### src/rtl/lpclk_pkg.sv
`timescale 1ns/1ps
package lpclk_pkg;

   // divider code width fixed by the register layout
   localparam int DIVSEL_W = 2;

   // field positions decoded by software
   localparam int MAIN_SRC_BIT = 7;
   localparam int MAIN_DIV_LO  = 4;
   localparam int SUB_SRC_BIT  = 3;
   localparam int SUB_DIV_LO   = 1;
   localparam int AUX_DIV_LO   = 4;

   typedef enum logic {
      SRC_FAST = 1'b0,
      SRC_SLOW = 1'b1
   } clk_src_e;

   typedef struct packed {
      clk_src_e              msrc;
      logic [DIVSEL_W-1:0]   mdiv;
      clk_src_e              ssrc;
      logic [DIVSEL_W-1:0]   sdiv;
      logic [DIVSEL_W-1:0]   adiv;
   } clk_cfg_t;

endpackage

### src/rtl/lpclk_regs.sv
`timescale 1ns/1ps
module lpclk_regs
   import lpclk_pkg::*;
#(
   parameter bit HAS_SLOW = 1'b1
) (
   input  logic       clk,
   input  logic       rst_n,
   input  logic       bus_sel,
   input  logic       bus_we,
   input  logic       bus_addr,
   input  logic [7:0] bus_wdata,
   output logic [7:0] bus_rdata,
   output clk_cfg_t   cfg_o
);

   logic [DIVSEL_W-1:0] adiv_q, mdiv_q, sdiv_q;
   clk_src_e            msrc_q, ssrc_q;
   logic                wr_aux, wr_main;
   logic                unused_wbits;

   assign wr_aux       = bus_sel && bus_we && !bus_addr;
   assign wr_main      = bus_sel && bus_we &&  bus_addr;
   assign unused_wbits = ^bus_wdata;

   always_ff @(posedge clk or negedge rst_n) begin
      if (!rst_n) begin
         adiv_q <= '0;
         mdiv_q <= '0;
         sdiv_q <= '0;
      end else begin
         if (wr_aux) adiv_q <= bus_wdata[AUX_DIV_LO +: DIVSEL_W];
         if (wr_main) begin
            mdiv_q <= bus_wdata[MAIN_DIV_LO +: DIVSEL_W];
            sdiv_q <= bus_wdata[SUB_DIV_LO  +: DIVSEL_W];
         end
      end
   end

   generate
      if (HAS_SLOW) begin : g_src_regs
         always_ff @(posedge clk or negedge rst_n) begin
            if (!rst_n) begin
               msrc_q <= SRC_FAST;
               ssrc_q <= SRC_FAST;
            end else if (wr_main) begin
               msrc_q <= clk_src_e'(bus_wdata[MAIN_SRC_BIT]);
               ssrc_q <= clk_src_e'(bus_wdata[SUB_SRC_BIT]);
            end
         end
      end else begin : g_src_tied
         assign msrc_q = SRC_FAST;
         assign ssrc_q = SRC_FAST;
      end
   endgenerate

   always_comb begin
      bus_rdata = '0;
      if (bus_sel && !bus_we) begin
         if (!bus_addr) begin
            bus_rdata[AUX_DIV_LO +: DIVSEL_W] = adiv_q;
         end else begin
            bus_rdata[MAIN_SRC_BIT]              = (msrc_q == SRC_SLOW);
            bus_rdata[MAIN_DIV_LO +: DIVSEL_W]   = mdiv_q;
            bus_rdata[SUB_SRC_BIT]               = (ssrc_q == SRC_SLOW);
            bus_rdata[SUB_DIV_LO  +: DIVSEL_W]   = sdiv_q;
         end
      end
   end

   assign cfg_o = '{msrc: msrc_q, mdiv: mdiv_q, ssrc: ssrc_q, sdiv: sdiv_q, adiv: adiv_q};

   // a write to the main register is visible on the next read
   a_r2_main_write_lands: assert property (@(posedge clk) disable iff (!rst_n)
      wr_main |=> (cfg_o.mdiv == $past(bus_wdata[MAIN_DIV_LO +: DIVSEL_W])));

endmodule

### src/rtl/lpclk_srcsel.sv
`timescale 1ns/1ps
module lpclk_srcsel
   import lpclk_pkg::*;
#(
   parameter int WAIT_TICKS = 2
) (
   input  logic     clk,
   input  logic     rst_n,
   input  logic     fast_tick,
   input  logic     slow_tick,
   input  clk_src_e sel,
   output logic     tick_o
);

   localparam int CW = (WAIT_TICKS > 1) ? $clog2(WAIT_TICKS) : 1;

   typedef enum logic { SW_RUN = 1'b0, SW_HOLD = 1'b1 } sw_state_e;

   sw_state_e       state_q;
   clk_src_e        cur_q;
   logic [CW-1:0]   wait_q;
   logic            cur_tick;

   initial begin
      if (WAIT_TICKS < 1) $error("lpclk_srcsel: WAIT_TICKS must be at least 1");
   end

   assign cur_tick = (cur_q == SRC_SLOW) ? slow_tick : fast_tick;

   always_ff @(posedge clk or negedge rst_n) begin
      if (!rst_n) begin
         state_q <= SW_RUN;
         cur_q   <= SRC_FAST;
         wait_q  <= '0;
      end else if (sel != cur_q) begin
         // old source already silenced; wait on the new one
         cur_q   <= sel;
         state_q <= SW_HOLD;
         wait_q  <= '0;
      end else if (state_q == SW_HOLD && cur_tick) begin
         if (wait_q == CW'(WAIT_TICKS - 1)) state_q <= SW_RUN;
         else                               wait_q  <= wait_q + 1'b1;
      end
   end

   assign tick_o = (state_q == SW_RUN) && (sel == cur_q) && cur_tick;

   // a select change always forces a hold on the next cycle
   a_r5_change_enters_hold: assert property (@(posedge clk) disable iff (!rst_n)
      (sel != cur_q) |=> (state_q == SW_HOLD));

endmodule

### src/rtl/lpclk_div.sv
`timescale 1ns/1ps
module lpclk_div #(
   parameter int SEL_W = 2
) (
   input  logic             clk,
   input  logic             rst_n,
   input  logic             src_tick,
   input  logic [SEL_W-1:0] div_sel,
   input  logic             run,
   output logic             pulse_o
);

   localparam int CNT_W = (1 << SEL_W) - 1;

   logic [CNT_W-1:0] cnt_q, term;
   logic [SEL_W-1:0] act_q;

   initial begin
      if (SEL_W < 1 || SEL_W > 3) $error("lpclk_div: SEL_W out of range");
   end

   assign term = CNT_W'((1 << act_q) - 1);

   always_ff @(posedge clk or negedge rst_n) begin
      if (!rst_n) begin
         cnt_q <= '0;
         act_q <= '0;
      end else if (src_tick) begin
         if (cnt_q == term) begin
            cnt_q <= '0;
            act_q <= div_sel;   // ratio only changes on a period boundary
         end else begin
            cnt_q <= cnt_q + 1'b1;
         end
      end
   end

   assign pulse_o = src_tick && run && (cnt_q == term);

   // the count never runs past the active terminal value
   a_r4_count_in_range: assert property (@(posedge clk) disable iff (!rst_n)
      cnt_q <= term);

endmodule

### src/rtl/lpclk_ctrl.sv
`timescale 1ns/1ps
module lpclk_ctrl
   import lpclk_pkg::*;
#(
   parameter bit HAS_SLOW    = 1'b1,
   parameter int DIV_SEL_W   = DIVSEL_W,
   parameter int WAIT_TICKS  = 2
) (
   input  logic       clk_fast,
   input  logic       rst_n,
   input  logic       slow_tick,
   input  logic       lpm_cpuoff,
   input  logic       lpm_fastoff,
   input  logic       lpm_suboff,
   input  logic       lpm_slowoff,
   input  logic       irq_wake,
   input  logic       bus_sel,
   input  logic       bus_we,
   input  logic       bus_addr,
   input  logic [7:0] bus_wdata,
   output logic [7:0] bus_rdata,
   output logic       mclk_en,
   output logic       smclk_en,
   output logic       aclk_en,
   output logic       fast_osc_en,
   output logic       slow_osc_en
);

   clk_cfg_t cfg;
   logic     main_need, sub_need;
   logic     mgate_q, sgate_q, agate_q, agate_d;
   logic     m_tick, s_tick, a_tick;

   initial begin
      if (DIV_SEL_W != DIVSEL_W) $error("lpclk_ctrl: divider code width fixed by register layout");
   end

   lpclk_regs #(.HAS_SLOW(HAS_SLOW)) u_regs (
      .clk(clk_fast), .rst_n(rst_n),
      .bus_sel(bus_sel), .bus_we(bus_we), .bus_addr(bus_addr),
      .bus_wdata(bus_wdata), .bus_rdata(bus_rdata), .cfg_o(cfg)
   );

   assign main_need = !(lpm_cpuoff && !irq_wake);
   assign sub_need  = !lpm_suboff;

   generate
      if (HAS_SLOW) begin : g_slow
         lpclk_srcsel #(.WAIT_TICKS(WAIT_TICKS)) u_msel (
            .clk(clk_fast), .rst_n(rst_n), .fast_tick(1'b1),
            .slow_tick(slow_tick), .sel(cfg.msrc), .tick_o(m_tick)
         );
         lpclk_srcsel #(.WAIT_TICKS(WAIT_TICKS)) u_ssel (
            .clk(clk_fast), .rst_n(rst_n), .fast_tick(1'b1),
            .slow_tick(slow_tick), .sel(cfg.ssrc), .tick_o(s_tick)
         );
         assign a_tick      = slow_tick;
         assign fast_osc_en = !lpm_fastoff
                            || (main_need && cfg.msrc == SRC_FAST)
                            || (sub_need  && cfg.ssrc == SRC_FAST);
         assign slow_osc_en = !lpm_slowoff
                            || (main_need && cfg.msrc == SRC_SLOW)
                            || (sub_need  && cfg.ssrc == SRC_SLOW);
         assign agate_d     = slow_osc_en;

         // on the slow source a main pulse only comes with a slow tick
         a_r5_slow_pulse_on_tick: assert property (@(posedge clk_fast) disable iff (!rst_n)
            (cfg.msrc == SRC_SLOW && mclk_en) |-> slow_tick);
         // no main pulse in the cycle right after a select change
         a_r5_quiet_after_select: assert property (@(posedge clk_fast) disable iff (!rst_n)
            (cfg.msrc != $past(cfg.msrc)) |-> !mclk_en);
         // auxiliary clock stops once the slow oscillator is released
         a_r9_aclk_needs_osc: assert property (@(posedge clk_fast) disable iff (!rst_n)
            !slow_osc_en |=> !aclk_en);
      end else begin : g_fast_only
         logic unused_slow;
         assign unused_slow = ^{slow_tick, lpm_slowoff, cfg.msrc, cfg.ssrc};
         assign m_tick      = 1'b1;
         assign s_tick      = 1'b1;
         assign a_tick      = 1'b1;
         assign fast_osc_en = !lpm_fastoff || main_need || sub_need;
         assign slow_osc_en = 1'b0;
         assign agate_d     = 1'b1;

         // source bits never read back as set
         a_r10_no_slow_select: assert property (@(posedge clk_fast) disable iff (!rst_n)
            (bus_sel && !bus_we && bus_addr) |-> (!bus_rdata[MAIN_SRC_BIT] && !bus_rdata[SUB_SRC_BIT]));
      end
   endgenerate

   always_ff @(posedge clk_fast or negedge rst_n) begin
      if (!rst_n) begin
         mgate_q <= 1'b1;
         sgate_q <= 1'b1;
         agate_q <= 1'b1;
      end else begin
         mgate_q <= main_need;
         sgate_q <= sub_need;
         agate_q <= agate_d;
      end
   end

   lpclk_div #(.SEL_W(DIV_SEL_W)) u_mdiv (
      .clk(clk_fast), .rst_n(rst_n), .src_tick(m_tick),
      .div_sel(cfg.mdiv), .run(mgate_q), .pulse_o(mclk_en)
   );
   lpclk_div #(.SEL_W(DIV_SEL_W)) u_sdiv (
      .clk(clk_fast), .rst_n(rst_n), .src_tick(s_tick),
      .div_sel(cfg.sdiv), .run(sgate_q), .pulse_o(smclk_en)
   );
   lpclk_div #(.SEL_W(DIV_SEL_W)) u_adiv (
      .clk(clk_fast), .rst_n(rst_n), .src_tick(a_tick),
      .div_sel(cfg.adiv), .run(agate_q), .pulse_o(aclk_en)
   );

   // CPU-off without wake-up silences the main clock next cycle
   a_r6_cpuoff_halts_mclk: assert property (@(posedge clk_fast) disable iff (!rst_n)
      (lpm_cpuoff && !irq_wake) |=> !mclk_en);
   // a wake-up reopens the main gate on the next cycle
   a_r6_wake_reopens: assert property (@(posedge clk_fast) disable iff (!rst_n)
      irq_wake |=> mgate_q);
   // sub-system-off silences the sub-system clock next cycle
   a_r7_suboff_halts_smclk: assert property (@(posedge clk_fast) disable iff (!rst_n)
      lpm_suboff |=> !smclk_en);

endmodule

### config.mk
export PLATFORM = sky130hd
export DESIGN_NAME = lpclk_ctrl
export DESIGN_NICKNAME = d
export VERILOG_FILES = /design/src/rtl/lpclk_pkg.sv /design/src/rtl/lpclk_regs.sv /design/src/rtl/lpclk_srcsel.sv /design/src/rtl/lpclk_div.sv /design/src/rtl/lpclk_ctrl.sv
export SDC_FILE = /design/constraint.sdc
export NUM_CORES = 1
export LEC_CHECK = 0
export BUFFER_PORTS_ARGS = -buffer_cell sky130_fd_sc_hd__buf_2
export CORE_MARGIN = 2
export CORE_UTILIZATION = 59
export DETAILED_ROUTE_END_ITERATION = 6
export PLACE_DENSITY = 0.91
export SYNTH_ARGS = -nofsm -noshare
export SYNTH_HDL_FRONTEND = slang
export SYNTH_SLANG_ARGS = --single-unit
### constraint.sdc
create_clock -name clk_fast -period 2.3 [get_ports clk_fast]
set_input_delay 0.115 -clock clk_fast [delete_from_list [all_inputs] [get_ports clk_fast]]
set_output_delay 0.115 -clock clk_fast [all_outputs]
set_load 0.05 [all_outputs]
==> results.json <==
{
  "arrival_ns": 2.12,
  "fin_crit_sh": 0.9706,
  "first_pass_iters": 4,
  "yosysTopAreaCellShare": 0.4258,
  "gp_congestion": 0.8905,
  "cts_tree": "built",
  "r2r_cells": 4,
  "drive_gt1_frac": 0.3438,
  "ant_nets": 0,
  "die_h_um": 57.75,
  "outcome": "complete, no violations",
  "worst_pin_slew_ns": 0.6945,
  "clk_latency_ns": 0.35,
  "clock.fmax_ghz": 0.4480,
  "pwr_density_cell_mw_per_mm2": 1081,
  "fillCellCount": 211,
  "endpoint": "smclk_en",
  "grt_first_pass_wirelength_um": 5830,
  "h-tree-depth": 2,
  "peakVddDrop_v": 0.0007509,
  "viasPerCell": 5.888,
  "core_mm2": 0.002758,
  "finalWirelength_um": 3506,
  "via_count": 1313,
  "synth_edf_count": 0,
  "final_hold_viol_count": 0,
  "syn_avg_cell_area_um2": 11.07,
  "rows": 19,
  "drv_cap": 0,
  "r2r_end": "u_sdiv.act_q[1]",
  "yosys.area.top_type": "dfrtp_1",
  "fin_worst_skew_ns": 0.02475,
  "initial_core_util": 0.6180,
  "crit_path_start": "u_sdiv.act_q[0]",
  "syn_inst": 154,
  "cts_root_buf": "clkbuf_4",
  "path_clk_slew_ns": 0.12,
  "multiInputGateArea_um2": 843.3,
  "post_drt_wl_per_cell_um": 15.72,
  "maxSlewHeadroom": 0.5370,
  "grt_overflow": 0,
  "fin_crit_ns": 2.232,
  "ff_latch_area_um2": 804.5,
  "synth-main-ff-cell": "dfrtp_1",
  "rsz0062_at_grt": "no",
  "drtIter0Drc": 87,
  "grtUsageTotal": 0.2366,
  "start_kind": "flop",
  "critPathMaxFanout": 4,
  "async_flop_share": 1.000,
  "worstReg2RegStart": "u_sdiv.act_q[0]",
  "ys_seq_elements": 32,
  "grt_pass1_vias": 1283,
  "finalSetupTns_ns": 0,
  "path_class": "flop to primary output",
  "netlist_area_mm2": 0.001704,
  "cts_made_buffers": 5,
  "n_antenna_cell": 0,
  "ys_seq_area_frac": 0.4721,
  "synth_cell_types": 32,
  "grt_max_degree": 33,
  "ff2ff_setup_slack_ns": 0.58,
  "required_ns": 2.18,
  "dieWidth_um": 57.75,
  "synth.most_common_cell": "dfrtp_1",
  "synth_area_leaders": "dfrtp_1 43%, mux2_2 6.6%, a21oi_4 4.8%, dfstp_2 4.6%, mux2_1 4.0%",
  "clock_path_buffers": 2,
  "leakage_nw": 0.9347,
  "synthTopCellsByCount": "29 x dfrtp_1, 10 x mux2_2, 10 x nand2_1",
  "setup_viol": 0,
  "cts_resized": 0,
  "cts.sinks": 32,
  "die_area_mm2": 0.003334,
  "place_hpwl_um": 2482,
  "yosys_warnings": 0,
  "syn2layout_area_growth_pct": 16.67,
  "antenna_found_initial": 0,
  "route.detailed.drc": 0,
  "io_buffer_count": 27,
  "pin_count": 32,
  "whs_ns": 0.009601,
  "min_path_type": "input port to flop",
  "slew_violations": 0,
  "nNetsFinal": 213,
  "cp-end-kind": "primary output"
}
[area by class of cell]
| cell class | count | area share |
|---|---|---|
| tap | 31 | 0.01951 |
| clock inverter | 3 | 0.009440 |
| sequential | 32 | 0.4047 |
| timing repair buffer | 35 | 0.1082 |
| clock buffer | 5 | 0.01888 |
| multi-input combinational | 109 | 0.4242 |
| inverter | 8 | 0.01510 |
[report_power, final]
group	internal, W	switching [W]
Sequential	0.000760	0.000256
Combinational	0.000391	0.000416
Clock	0.000117	0.000209
Total	0.00127	0.000881
[stage by stage]
stage | worst slack [ns] | area, um^2 | std cells | power [W] | util
4_1_cts | 0.06089 | 1988 | 223 | 0.002153 | 0.7210
6_report | 0.06766 | 1988 | 223 | 0.002150 | 0.7210
3_5_place_dp | 0.4836 | 1852 | 207 | 0.001812 | 0.6715
5_1_grt | 0.01674 | 1988 | 223 | 0.002300 | 0.7210
3_3_place_gp | 0.5534 | 1852 | 207 | 0.001737 | 0.6715
2_1_floorplan | 0.5254 | 1708 | 155 | 0.001619 | -
[how the worst min path moves through the flow]
stage | start | endpoint | cells after the start
4_1_cts | bus_wdata[5] | u_regs.mdiv_q[1] | 2
2_1_floorplan | rst_n | g_slow.u_msel.cur_q | 0
3_5_place_dp | rst_n | u_mdiv.cnt_q[1] | 1
5_1_grt | bus_wdata[4] | u_regs.adiv_q[0] | 2
6_report | bus_wdata[4] | u_regs.adiv_q[0] | 2
3_3_place_gp | rst_n | u_mdiv.cnt_q[2] | 1
[placed cells by master (no fill, tap or decap), drive strengths merged, types with 4 or more instances in the layout]
master        n
a21o          4
a21oi        10
and3          7
buf          27
clkbuf        5
dfrtp        29
dlygate4sd3   8
inv           8
mux2         16
nand2        10
nand3         7
nor2b         4
o21ai        10
o221ai        4
or2           4
[metal layers]
metal	part of all wire	track usage	vias to the layer above
met1	0.42	0.2836	632
met5	0	0	-
li1	-	-	639
met3	0.046	0.06920	4
met4	0.015	0.09302	0
met2	0.52	0.4010	38
[sequential cells by signal, indices dropped and copies added, names as in the netlist, 2 cells and up]
| name | count |
|---|---|
| u_sdiv.act_q | 2 |
| u_mdiv.act_q | 2 |
| u_regs.adiv_q | 2 |
| u_regs.mdiv_q | 2 |
| u_adiv.cnt_q | 3 |
| u_adiv.act_q | 2 |
| u_regs.sdiv_q | 2 |
| u_mdiv.cnt_q | 3 |
| u_sdiv.cnt_q | 3 |
[repair_timing]
item / 4_1_cts / 5_1_grt
setup buffers: 0 / 0
hold buffers: 8 / 0
hold endpoints to repair: 36 / 0
[kinds of logic (layout without fill, tap and decap cells)]
logic type | after synthesis | count (layout) | synth area share
multiplexers | 18 | 18 | 0.1175
buffers and inverters | 14 | 51 | 0.03524
AND/OR/NAND/NOR | 50 | 50 | 0.1733
other | 1 | 2 | 0.002201
adder cells (fa/ha/maj) | 3 | 3 | 0.02203
AO/OA/AOI/OAI | 36 | 36 | 0.1777
flip-flops | 32 | 32 | 0.4721
[critical path: stages (launching register included)]
cell	delay, ns
dfrtp_1	0.43
or4_4	0.55
a21oi_4	0.19
or2_2	0.16
and3_1	0.17
buf_2	0.26
No activity file was read; power rests on OpenSTA's default activity.
